$ cat config.mk
export PLATFORM = sky130hd
export DESIGN_NAME = tri_level_irq_ctrl
export DESIGN_NICKNAME = d
export VERILOG_FILES = /design/src/rtl/irq3_pkg.sv /design/src/rtl/irq3_mask_reg.sv /design/src/rtl/irq3_level_latch.sv /design/src/rtl/irq3_vector_port.sv /design/src/rtl/tri_level_irq_ctrl.sv
export SDC_FILE = /design/constraint.sdc
export NUM_CORES = 1
export LEC_CHECK = 0
export BUFFER_PORTS_ARGS = -buffer_cell sky130_fd_sc_hd__buf_2
export CAP_MARGIN = 0
export CELL_PAD_IN_SITES_DETAIL_PLACEMENT = 2
export CELL_PAD_IN_SITES_GLOBAL_PLACEMENT = 2
export CORE_ASPECT_RATIO = 1.4
export CORE_MARGIN = 4
export CORE_UTILIZATION = 25
export CTS_BUF_LIST = sky130_fd_sc_hd__clkbuf_16
export DETAILED_ROUTE_END_ITERATION = 7
export GPL_TIMING_DRIVEN = 0
export PLACE_DENSITY = 0.83
export SLEW_MARGIN = 10
export SYNTH_ARGS = -nofsm -noshare
export SYNTH_HDL_FRONTEND = slang
export SYNTH_SLANG_ARGS = --single-unit
$ cat constraint.sdc
create_clock -name clk -period 3.4 [get_ports clk]
set_input_delay 0.51 -clock clk [delete_from_list [all_inputs] [get_ports clk]]
set_output_delay 0.51 -clock clk [all_outputs]
set_load 0.005 [all_outputs]
$ cat src/rtl/irq3_pkg.sv
package irq3_pkg;

  typedef enum logic {PORT_IDLE, PORT_WAIT} port_state_t;

  // Level k (1..3) is enabled when k exceeds the mask code.
  function automatic logic level_enabled(input logic [1:0] code, input int k);
    level_enabled = (k > int'(code));
  endfunction

  // Most urgent enabled request; 0 means none.
  function automatic logic [1:0] pick_level(input logic [2:0] req, input logic [1:0] code);
    pick_level = 2'd0;
    for (int k = 1; k <= 3; k++)
      if (req[k-1] && level_enabled(code, k)) pick_level = 2'(k);
  endfunction

  // Restart opcode 11AAA111 with AAA taken from the level.
  function automatic logic [7:0] restart_opcode(input logic [1:0] lvl);
    restart_opcode = {2'b11, 1'b0, lvl, 3'b111};
  endfunction

endpackage

$ cat src/rtl/irq3_mask_reg.sv
module irq3_mask_reg #(
  parameter logic [7:0] PORT_ADDR = 8'hFF
) (
  input  logic       clk,
  input  logic       rst_n,
  input  logic       wr_i,
  input  logic [7:0] addr_i,
  input  logic [7:0] wdata_i,
  output logic [1:0] mask_o
);
  logic hit;
  assign hit = wr_i && (addr_i == PORT_ADDR);

  always_ff @(posedge clk or negedge rst_n) begin
    if (!rst_n)   mask_o <= 2'd3;
    else if (hit) mask_o <= wdata_i[1:0];
  end
endmodule

$ cat src/rtl/irq3_level_latch.sv
module irq3_level_latch
  import irq3_pkg::*;
(
  input  logic       clk,
  input  logic       rst_n,
  input  logic       cpu_ie_i,
  input  logic [2:0] req_i,
  input  logic [1:0] mask_i,
  input  logic       release_i,
  output logic       sync_o,
  output logic       latch_ev_o,
  output logic [1:0] lvl_o
);
  logic [1:0] chosen;
  logic       sync_q;

  assign chosen     = pick_level(req_i, mask_i);
  assign latch_ev_o = sync_q && (chosen != 2'd0);
  assign sync_o     = sync_q;

  always_ff @(posedge clk or negedge rst_n) begin
    if (!rst_n) begin
      sync_q <= 1'b0;
      lvl_o  <= 2'd0;
    end else begin
      sync_q <= cpu_ie_i && (lvl_o == 2'd0) && !sync_q;
      if (latch_ev_o)     lvl_o <= chosen;
      else if (release_i) lvl_o <= 2'd0;
    end
  end
endmodule

$ cat src/rtl/irq3_vector_port.sv
module irq3_vector_port
  import irq3_pkg::*;
#(
  parameter logic [7:0] PORT_ADDR = 8'hFF,
  parameter int         TIMEOUT   = 16
) (
  input  logic       clk,
  input  logic       rst_n,
  input  logic       rd_i,
  input  logic [7:0] addr_i,
  input  logic       vec_valid_i,
  input  logic [7:0] dev_data_i,
  output logic       grant_o,
  output logic       ready_o,
  output logic [7:0] rdata_o,
  output logic       done_o
);
  localparam int TW = $clog2(TIMEOUT + 1);

  port_state_t     st;
  logic [TW-1:0]   tmr;
  logic            expired;

  assign grant_o = (st == PORT_WAIT);
  assign expired = grant_o && !vec_valid_i && (tmr == TW'(TIMEOUT - 1));
  assign done_o  = grant_o && (vec_valid_i || expired);

  always_ff @(posedge clk or negedge rst_n) begin
    if (!rst_n) begin
      st      <= PORT_IDLE;
      tmr     <= '0;
      ready_o <= 1'b0;
      rdata_o <= 8'h00;
    end else begin
      ready_o <= done_o;
      case (st)
        PORT_IDLE: if (rd_i && addr_i == PORT_ADDR) begin
          st  <= PORT_WAIT;
          tmr <= '0;
        end
        PORT_WAIT: begin
          if (vec_valid_i) begin
            rdata_o <= dev_data_i;
            st      <= PORT_IDLE;
          end else if (expired) begin
            rdata_o <= 8'hFF;
            st      <= PORT_IDLE;
          end else begin
            tmr <= tmr + 1'b1;
          end
        end
        default: st <= PORT_IDLE;
      endcase
    end
  end
endmodule

$ cat src/rtl/tri_level_irq_ctrl.sv
module tri_level_irq_ctrl
  import irq3_pkg::*;
#(
  parameter logic [7:0] PORT_ADDR = 8'hFF,
  parameter int         TIMEOUT   = 16
) (
  input  logic       clk,
  input  logic       rst_n,
  input  logic       cpu_ie_i,
  input  logic       cpu_inta_i,
  output logic       cpu_int_o,
  output logic [7:0] inta_data_o,
  input  logic       io_wr_i,
  input  logic       io_rd_i,
  input  logic [7:0] io_addr_i,
  input  logic [7:0] io_wdata_i,
  output logic [7:0] io_rdata_o,
  output logic       io_ready_o,
  input  logic [2:0] req_i,
  output logic [2:0] ack_o,
  output logic       sync_o,
  output logic       grant_o,
  input  logic       vec_valid_i,
  input  logic [7:0] dev_data_i
);
  localparam int NLEV = 3;

  logic [1:0] mask_q;
  logic [1:0] lvl_q;
  logic       latch_ev;
  logic       read_done;

  irq3_mask_reg #(.PORT_ADDR(PORT_ADDR)) u_mask (
    .clk(clk), .rst_n(rst_n), .wr_i(io_wr_i), .addr_i(io_addr_i),
    .wdata_i(io_wdata_i), .mask_o(mask_q)
  );

  irq3_level_latch u_latch (
    .clk(clk), .rst_n(rst_n), .cpu_ie_i(cpu_ie_i), .req_i(req_i),
    .mask_i(mask_q), .release_i(read_done), .sync_o(sync_o),
    .latch_ev_o(latch_ev), .lvl_o(lvl_q)
  );

  irq3_vector_port #(.PORT_ADDR(PORT_ADDR), .TIMEOUT(TIMEOUT)) u_port (
    .clk(clk), .rst_n(rst_n), .rd_i(io_rd_i), .addr_i(io_addr_i),
    .vec_valid_i(vec_valid_i), .dev_data_i(dev_data_i), .grant_o(grant_o),
    .ready_o(io_ready_o), .rdata_o(io_rdata_o), .done_o(read_done)
  );

  for (genvar g = 0; g < NLEV; g++) begin : g_ack
    assign ack_o[g] = (lvl_q == 2'(g + 1));
  end

  assign cpu_int_o   = (lvl_q != 2'd0);
  assign inta_data_o = (cpu_inta_i && cpu_int_o) ? restart_opcode(lvl_q) : 8'h00;
endmodule

# After elaboration in Yosys (flattened, before gate mapping)

Cells that the tools add are included.

Add/subtract/negate cells: 1
Order comparisons: 3
Eq/ne operators: 8
Muxes and demuxes: 16
Bitwise operators: 1
Reductions and logical operators: 22

Operator list:

| cell                  | number |
|---|---|
| $mux W8               | 3 |
| $mux W5               | 3 |
| $logic_and A1 B1 Y1   | 12 |
| $pmux W5 S2           | 1 |
| $eq A8 B8 Y1 const B  | 1 |
| $mux W2               | 4 |
| $reduce_bool A2 Y1    | 4 |
| $add A5 B1 Y5 const B | 1 |
| $eq A5 B4 Y1 const B  | 1 |
| $eq A2 B2 Y1 const B  | 2 |
| $gt A2 B2 Y1 const A  | 2 |
| $mux W1               | 4 |
| $ne A2 B2 Y1 const B  | 2 |
| $reduce_and A3 Y1     | 1 |
| $eq A2 B1 Y1 const B  | 1 |
| $gt A1 B2 Y1 const A  | 1 |
| $logic_not A1 Y1      | 2 |
| $logic_not A2 Y1      | 1 |
| $ne A2 B1 Y1 const B  | 1 |
| $pmux W1 S2           | 1 |
| $reduce_and A2 Y1     | 1 |
| $logic_or A1 B1 Y1    | 1 |
| $not A1 Y1            | 1 |

Register bits: 20
Input bits: 34

# Longest topological paths before layout

Gate-level depths: netlist of the first run.

Depth after elaboration: 8
Gate-level depth with buffers: 7

# Hierarchy

A second synthesis of the first run with hierarchy kept.

Cell total of the unflattened synthesis: 97
Area total of the unflattened synthesis: 1033.5 sq um

Modules (own cells, without submodules):

| module             | instances | cells an instance | area each (sq um) | sequential area each (sq um) |
|---|---|---|---|---|
| irq3_vector_port   | 1         | 55                | 650.6             | 375.4 |
| irq3_level_latch   | 1         | 21                | 193.9             | 75.1 |
| irq3_mask_reg      | 1         | 8                 | 100.1             | 52.6 |
| tri_level_irq_ctrl | 1         | 13                | 88.8              | 0.0 |

# Least setup slack after synthesis of the first run

OpenSTA, ideal clock, no wires.

Kind: register -> register
From: reg u_port.tmr[0]
To: reg u_port.tmr[3]
Library setup time: 77 ps
Arrival: 1883 ps
Data required time: 3323 ps
Path slack: 1440 ps
Stages on the path, launching flop included: 8
Buffers on the path: 1
Cells stage by stage: dfrtp_1 ha_1 and3_1 ha_1 or3b_1 buf_6 or3_1 a21oi_1

Cells in the longest elaborated chain, start to end: 4
Elaborated cells between the ends (all ways): 8

Ends and longest elaborated chain:

| item                                                    | line                                           | source |
|---|---|---|
| from (decl)                                             | irq3_vector_port.sv:21                         | `logic [TW-1:0] tmr;` |
| from (signal assigned)                                  | irq3_vector_port.sv:49                         | `tmr <= tmr + 1'b1;` |
| $add A5 B1 Y5 / $eq A5 B4 Y1 (equally long branches)    | irq3_vector_port.sv:49, irq3_vector_port.sv:25 |  |
| $mux W5 / $logic_and A1 B1 Y1 (equally long branches)   | irq3_vector_port.sv:45, irq3_vector_port.sv:25 |  |
| $mux W5 / $ne A2 B2 Y1 (equally long branches)          | -                                              |  |
| $pmux W5 S2 / $reduce_and A3 Y1 (equally long branches) | -                                              |  |

Several ways; a longest one is shown, not always the timed one. The select of a mux whose other input is x is not followed.
A chain may end at the register's enable or synchronous reset.

# Worst setup path in the final report of the first run

From: reg u_port.tmr[0]
To: reg u_port.rdata_o[2]

Cells in the longest elaborated chain, start to end: 4

Ends and longest elaborated chain:

| item                                | line                   | source |
|---|---|---|
| $eq A5 B4 Y1                        | irq3_vector_port.sv:25 | `assign expired = grant_o && !vec_valid_i && (tmr == TW'(TIMEOUT - 1));` |
| $logic_and A1 B1 Y1                 | irq3_vector_port.sv:25 |  |
| $reduce_bool A2 Y1 (no source line) | -                      |  |
| $reduce_and A2 Y1 (no source line)  | -                      |  |
| to (signal assigned)                | irq3_vector_port.sv:43 | `rdata_o <= dev_data_i;` |
| to (decl)                           | irq3_vector_port.sv:15 | `output logic [7:0] rdata_o,` |

No other way between the ends.

==> results of run 1 <==
-- cell usage after synthesis, types with 2 or more instances --
library cell,number,area share
dfrtp_1,18,0.48
o22a_1,8,0.074
inv_1,6,0.024
buf_4,5,0.040
and2_1,4,0.026
nand2_1,4,0.016
o21ai_0,4,0.021
o22ai_1,3,0.020
a21oi_1,2,0.011
dfstp_2,2,0.055
ha_1,2,0.026
mux2_2,2,0.024
nand3_1,2,0.011
nand3b_1,2,0.016
nand4_1,2,0.013
nor2b_1,2,0.013
nor3b_1,2,0.016
or3_1,2,0.013
-- cells by family after synthesis --
logic type               after synthesis  synth area share
adder cells (fa/ha/maj)                2            0.0264
multiplexers                           3            0.0343
other                                  1           0.00396
AO/OA/AOI/OAI                         20             0.153
AND/OR/NAND/NOR                       27             0.172
flip-flops                            20             0.531
buffers and inverters                 13            0.0793
-- critical path, cell delays in order (launching register included) --
cell      delay [ns]
dfrtp_1         0.41
ha_1            0.24
and3_1          0.19
ha_1            0.20
o21ai_0         0.38
clkinv_1        0.36
o22a_1          0.30
-- final timing paths --
| path | start | endpoint | slack, ns |
|---|---|---|---|
| max | u_port.tmr[0] | u_port.rdata_o[2] | 1.21 |
| min in group clk | dev_data_i[5] | u_port.rdata_o[5] | 0.47 |
| max in group asynchronous | rst_n | u_mask.mask_o[1] | 2.86 |
| max reg2reg | u_port.tmr[0] | u_port.rdata_o[2] | 1.21 |
| min reg2reg | u_port.rdata_o[6] | u_port.rdata_o[6] | 0.50 |
| min | rst_n | u_port.tmr[1] | 0.20 |
-- per-stage QoR --
stage | utilization | cells | power, mW | hold WS [ns] | cell area [um2]
floorplan | - | 86 | 0.364 | 0.214 | 947
global placement | 0.342 | 177 | 0.442 | 0.480 | 1240
detailed placement | 0.342 | 177 | 0.454 | 0.483 | 1240
CTS | 0.363 | 181 | 0.693 | 0.222 | 1320
global route | 0.363 | 181 | 0.726 | 0.234 | 1320
finish | 0.363 | 181 | 0.678 | 0.200 | 1320
-- routing by layer --
metal,wire (um),vias up
li1,-,411
met1,991,416
met2,1530,40
met3,184,6
met4,57,0
met5,0,-
-- sequential cells by signal (all words and copies together), names as in the netlist --
name and cells:
u_port.grant_o 1, u_port.tmr 5, u_latch.sync_o 1, u_port.ready_o 1, u_mask.mask_o 2, u_latch.lvl_o 2
u_port.rdata_o 8
-- cell type report --
type | count | share of cell area
clock inverters | 1 | 0.00284
repair buffers | 49 | 0.185
inverters | 7 | 0.0198
clock buffers | 3 | 0.0567
well taps | 42 | 0.0397
flip-flops and latches | 20 | 0.380
plain buffers | 6 | 0.0369
multi-input cells | 53 | 0.279
-- power by group --
part / internal (mW) / switching (mW) / total, mW / leakage (nW)
clock network: 0.156 / 0.0777 / 0.234 / 0.0385
logic: 0.0932 / 0.0616 / 0.155 / 0.376
registers: 0.264 / 0.0251 / 0.289 / 0.263
total: 0.513 / 0.164 / 0.678 / 0.677
-- cell usage in the layout, fill, tap and decap left out, types with 2 or more instances in the layout --
cell type  count
and2_1         4
nand3b_1       2
nand4_1        2
inv_1          6
clkinv_1       2
or3_1          2
nand3_1        2
o22ai_1        3
clkbuf_16      3
mux2_2         2
buf_4          5
buf_2         49
o22a_1         8
nand2_1        4
nor3b_1        2
o21ai_0        4
dfrtp_1       18
a21oi_1        2
dfstp_2        2
nor2b_1        2
ha_1           2
==> summary.txt, run 1 <==
Timing
  • Final setup viols: 0
  • Slew headroom: 0.553
  • Max Slew Vio Count: 0
  • Final hold viol count: 0
  • Final WS setup: between 1 and 1.5 ns
  • RSZ-0062 raised after global routing: false
  • Least-Margin Pin Slew: about 0.66 ns
  • Setup TNS: 0 ns
  • Highest clock rate: around 460 MHz
  • Clock skew: 0.00169 ns
  • Clock period minus worst slack: roughly 2.2 ns
  • Fin crit share: 0.645

GRT
  • Grt ovf: 0
  • Vias in the first global route: 980
  • Global routing met2 resource utilization: 0.229
  • Met1 usage: 0.136
  • Grt met3 use: 0.0143
  • Pin count of the biggest net entering global routing: 21
  • Initial antenna violation count: 0
  • Total GRT Usage: 0.123
  • First-pass GRT wire length: around 4500 um
  • GR peak layer: met2

Worst setup path
  • R2R depth: 6
  • CP Launch Type: flop
  • Worst Path Required: between 3 and 4 ns
  • Crit Path Class: reg -> reg
  • Worst setup EP type: flop
  • CP max FO: 9
  • Worst Path Arrival: approximately 2.3 ns

Flow run
  • Max Cap Viol: 0

Place
  • DPL Wire Length: roughly 2300 um
  • GP Congestion: 0.688
  • Post-place setup slack: between 1 and 1.5 ns
  • Port-buffer cells: 49

Floorplanning
  • Starting Density: 0.260
  • Row cnt: 26
  • Io pins: 57
  • Die extent in x: 60.0 um
  • Die height: between 80 and 90 um
  • Die area: 4850 um2
  • Core box area: roughly 3600 um2

Yosys
  • Netlist cell types: 32
  • Primary FF master, synth: dfrtp_1
  • Yosys warns: 0
  • Syn Inst Count: between 80 and 90
  • Sequential share of the synthesized area: 0.531
  • Mapped cell area: between 900 and 1000 um2
  • Avg Cell Area, Syn: about 11 um2
  • Net count after synthesis: between 100 and 150
  • Synth Register Bits: 20
  • Asr flop ratio synth: 1.00
  • Post-synth EDFFs: 0

Final layout
  • Fill cells: approximately 420
  • Layout area overhead: 39.8%
  • Layout cells sized above 1: 0.453
  • # diodes: 0
  • Multi-input logic area: between 300 and 400 um2
  • NumNets Final: 176
  • Register area: 503 um2

Routing
  • Avg WL per Cell: between 15 and 20 um
  • Drt initial violations: 12
  • Vias: 873
  • DRT Pass-1 Iters: 4
  • DRT antenna net count: 0
  • Drt total wl: 2760 um
  • Vias/cell: between 4 and 5
  • DRC: 0

CTS
  • Post_cts resized: 0
  • CTS clock-pin slew for the worst setup and hold paths: around 0.050 ns
  • Clock Tree Buf Depth: 2
  • H-tree levels: 1
  • Root buf cell: clkbuf_16
  • Clk_lat worst skew: about 0.25 ns
  • Num CTS Buffers: 3
  • CTS Hold Bufs: 0
  • CTS tree: yes
  • Post-CTS setup buffers: 0
  • TritonCTS Sinks: 20

Pwr
  • VDD IR max: between 0.0002 and 0.0003 V
  • Leakage Power: around 0.68 nW
  • Cell Pwr Density: just over 500 nW/um2

Run status
  • Status: finished, final reports clean

Worst hold path
  • Hold crit path type: in -> async
(Power assumes the default switching activity.)
==> run 2, diff against run 1 <==
--- a/config.mk
+++ b/config.mk
@@ -11,11 +11,11 @@
 export CELL_PAD_IN_SITES_GLOBAL_PLACEMENT = 2
 export CORE_ASPECT_RATIO = 1.4
 export CORE_MARGIN = 4
-export CORE_UTILIZATION = 25
+export CORE_UTILIZATION = 24
 export CTS_BUF_LIST = sky130_fd_sc_hd__clkbuf_16
 export DETAILED_ROUTE_END_ITERATION = 7
 export GPL_TIMING_DRIVEN = 0
-export PLACE_DENSITY = 0.83
+export PLACE_DENSITY = 0.8
 export SLEW_MARGIN = 10
 export SYNTH_ARGS = -nofsm -noshare
 export SYNTH_HDL_FRONTEND = slang
==> constraint.sdc (replaced) <==
create_clock -name clk -period 2.2 [get_ports clk]
set_input_delay 0.33 -clock clk [delete_from_list [all_inputs] [get_ports clk]]
set_output_delay 0.33 -clock clk [all_outputs]
set_load 0.005 [all_outputs]
==> summary.txt, run 2 (synthesized netlist as in run 1, its figures left out) <==
Run status
  • Status: finished, final reports clean

Worst setup path
  • CP max FO: 10
  • Worst setup EP type: flop
  • Worst Path Required: ~2.4 ns
  • Crit Path Class: reg -> reg
  • CP Launch Type: flop
  • Worst Path Arrival: about 2.3 ns

CTS
  • Clock Tree Buf Depth: 2
  • CTS tree: yes
  • TritonCTS Sinks: 20
  • Root buf cell: clkbuf_16
  • CTS clock-pin slew for the worst setup and hold paths: 0.06 ns
  • H-tree levels: 1
  • Num CTS Buffers: 3
  • Clk_lat worst skew: about 0.25 ns

GRT
  • Grt ovf: 0
  • Pin count of the biggest net entering global routing: 21
  • Total GRT Usage: 0.127
  • First-pass GRT wire length: about 4700 um
  • Initial antenna violation count: 0
  • Vias in the first global route: between 1000 and 1500

Final layout
  • NumNets Final: about 180
  • Biggest register: u_port.rdata_o
  • Max reg flops: 8
  • Most frequent cells in the layout: buf_2, dfrtp_1, o22a_1
  • Most common cell after layout, fill and taps aside: buf_2
  • # diodes: 0
  • Top Registers: u_port.rdata_o: 8 flops, u_port.tmr: 5 flops
  • Layout area overhead: 43.3%
  • Layout cells sized above 1: 0.471

Floorplanning
  • Row cnt: 26
  • Io pins: 57
  • Die area: about 5000 um2
  • Die height: 82.3 um
  • Starting Density: 0.253
  • Die extent in x: ~60 um
  • Core box area: roughly 3700 um2

Place
  • Port-buffer cells: 49
  • DPL Wire Length: ~2300 um
  • GP Congestion: a little over 0.7
  • Post-place setup slack: 0.102 ns

Routing
  • DRC: 0
  • DRT antenna net count: 0
  • Drt total wl: 2960 um
  • Avg WL per Cell: around 16 um
  • Drt initial violations: 20
  • Vias/cell: just under 5
  • DRT Pass-1 Iters: 3
  • Vias: 884

Timing
  • Clock period minus worst slack: 2.08 ns
  • Final setup viols: 0
  • Setup TNS: 0 ns
  • Least-Margin Pin Slew: 0.716 ns
  • Highest clock rate: approximately 480 MHz
  • Max Slew Vio Count: 0
  • Fin crit share: 0.948
  • Clock skew: between 0.0015 and 0.002 ns
  • Hold slack final: approximately 0.029 ns
  • Slew headroom: 0.518
  • Final hold viol count: 0
  • Final WS setup: around 0.12 ns

Pwr
  • Cell Pwr Density: 879 nW/um2
  • Leakage Power: 0.700 nW
  • VDD IR max: 0.000413 V

Worst hold path
  • Hold crit path type: in -> async

Flow run
  • Max Cap Viol: 0
==> run 2: cell count changes in the layout (fill, tap and decap cells not counted), sizes merged <==
cell / change
buf: +1
inv: +1
clkinv: -2
bufinv: +1
==> run 2: critical path, cell delays in order (launching register included) <==
cell	delay [ns]
dfrtp_1	0.40
ha_1	0.21
and3_1	0.18
ha_1	0.19
or3b_1	0.36
buf_6	0.15
or3_1	0.36
a21oi_1	0.15
==> run 2: worst paths after layout <==
check,from,end,slack [ns],cells after the start
worst max-delay path,u_port.tmr[0],u_port.tmr[3],0.12,7
worst min-delay path,rst_n,u_port.tmr[1],0.03,1
worst max register to register,u_port.tmr[0],u_port.tmr[3],0.12,7
worst min register to register,u_port.rdata_o[1],u_port.rdata_o[1],0.50,1
max in group asynchronous,rst_n,u_mask.mask_o[0],1.82,1
min in group clk,dev_data_i[3],u_port.rdata_o[3],0.29,2
==> run 2: what timing repair did <==
action                                  in CTS  in global routing
endpoints found under the setup margin       0                  9
gates resized for setup                      0                  1
hold buffers                                 0                  0
setup buffers                                0                  1
==> run 2: cell type report <==
cell class | instances | area [um2]
plain buffers | 6 | 48.8
clock buffers | 3 | 75.1
clock inverters | 1 | 30.0
fillers | 413 | 2380
inverters | 7 | 26.3
multi-input cells | 53 | 369
flip-flops and latches | 20 | 503
well taps | 42 | 52.6
repair buffers | 50 | 253
==> run 2: per-stage QoR <==
step,util,instance area (um2),power (mW),std cells
global route,0.363,1360,1.26,182
finish,0.363,1360,1.19,182
CTS,0.361,1350,1.21,181
detailed placement,0.333,1240,0.705,177
floorplan,-,947,0.563,86
global placement,0.333,1240,0.685,177
==> run 2: power breakdown <==
| part | switching (mW) | total, mW | internal (mW) | leakage [nW] |
|---|---|---|---|---|
| logic | 0.0999 | 0.246 | 0.146 | 0.387 |
| clock network | 0.140 | 0.501 | 0.361 | 0.0511 |
| registers | 0.0393 | 0.447 | 0.407 | 0.263 |
==> run 2: metal layers <==
| metal | up-vias | GRT usage | part of all wire |
|---|---|---|---|
| met5 | - | 0 | 0 |
| met4 | 0 | 0.0521 | 0.015 |
| met3 | 4 | 0.0249 | 0.085 |
| met2 | 39 | 0.243 | 0.55 |
| met1 | 427 | 0.128 | 0.35 |
| li1 | 414 | - | - |
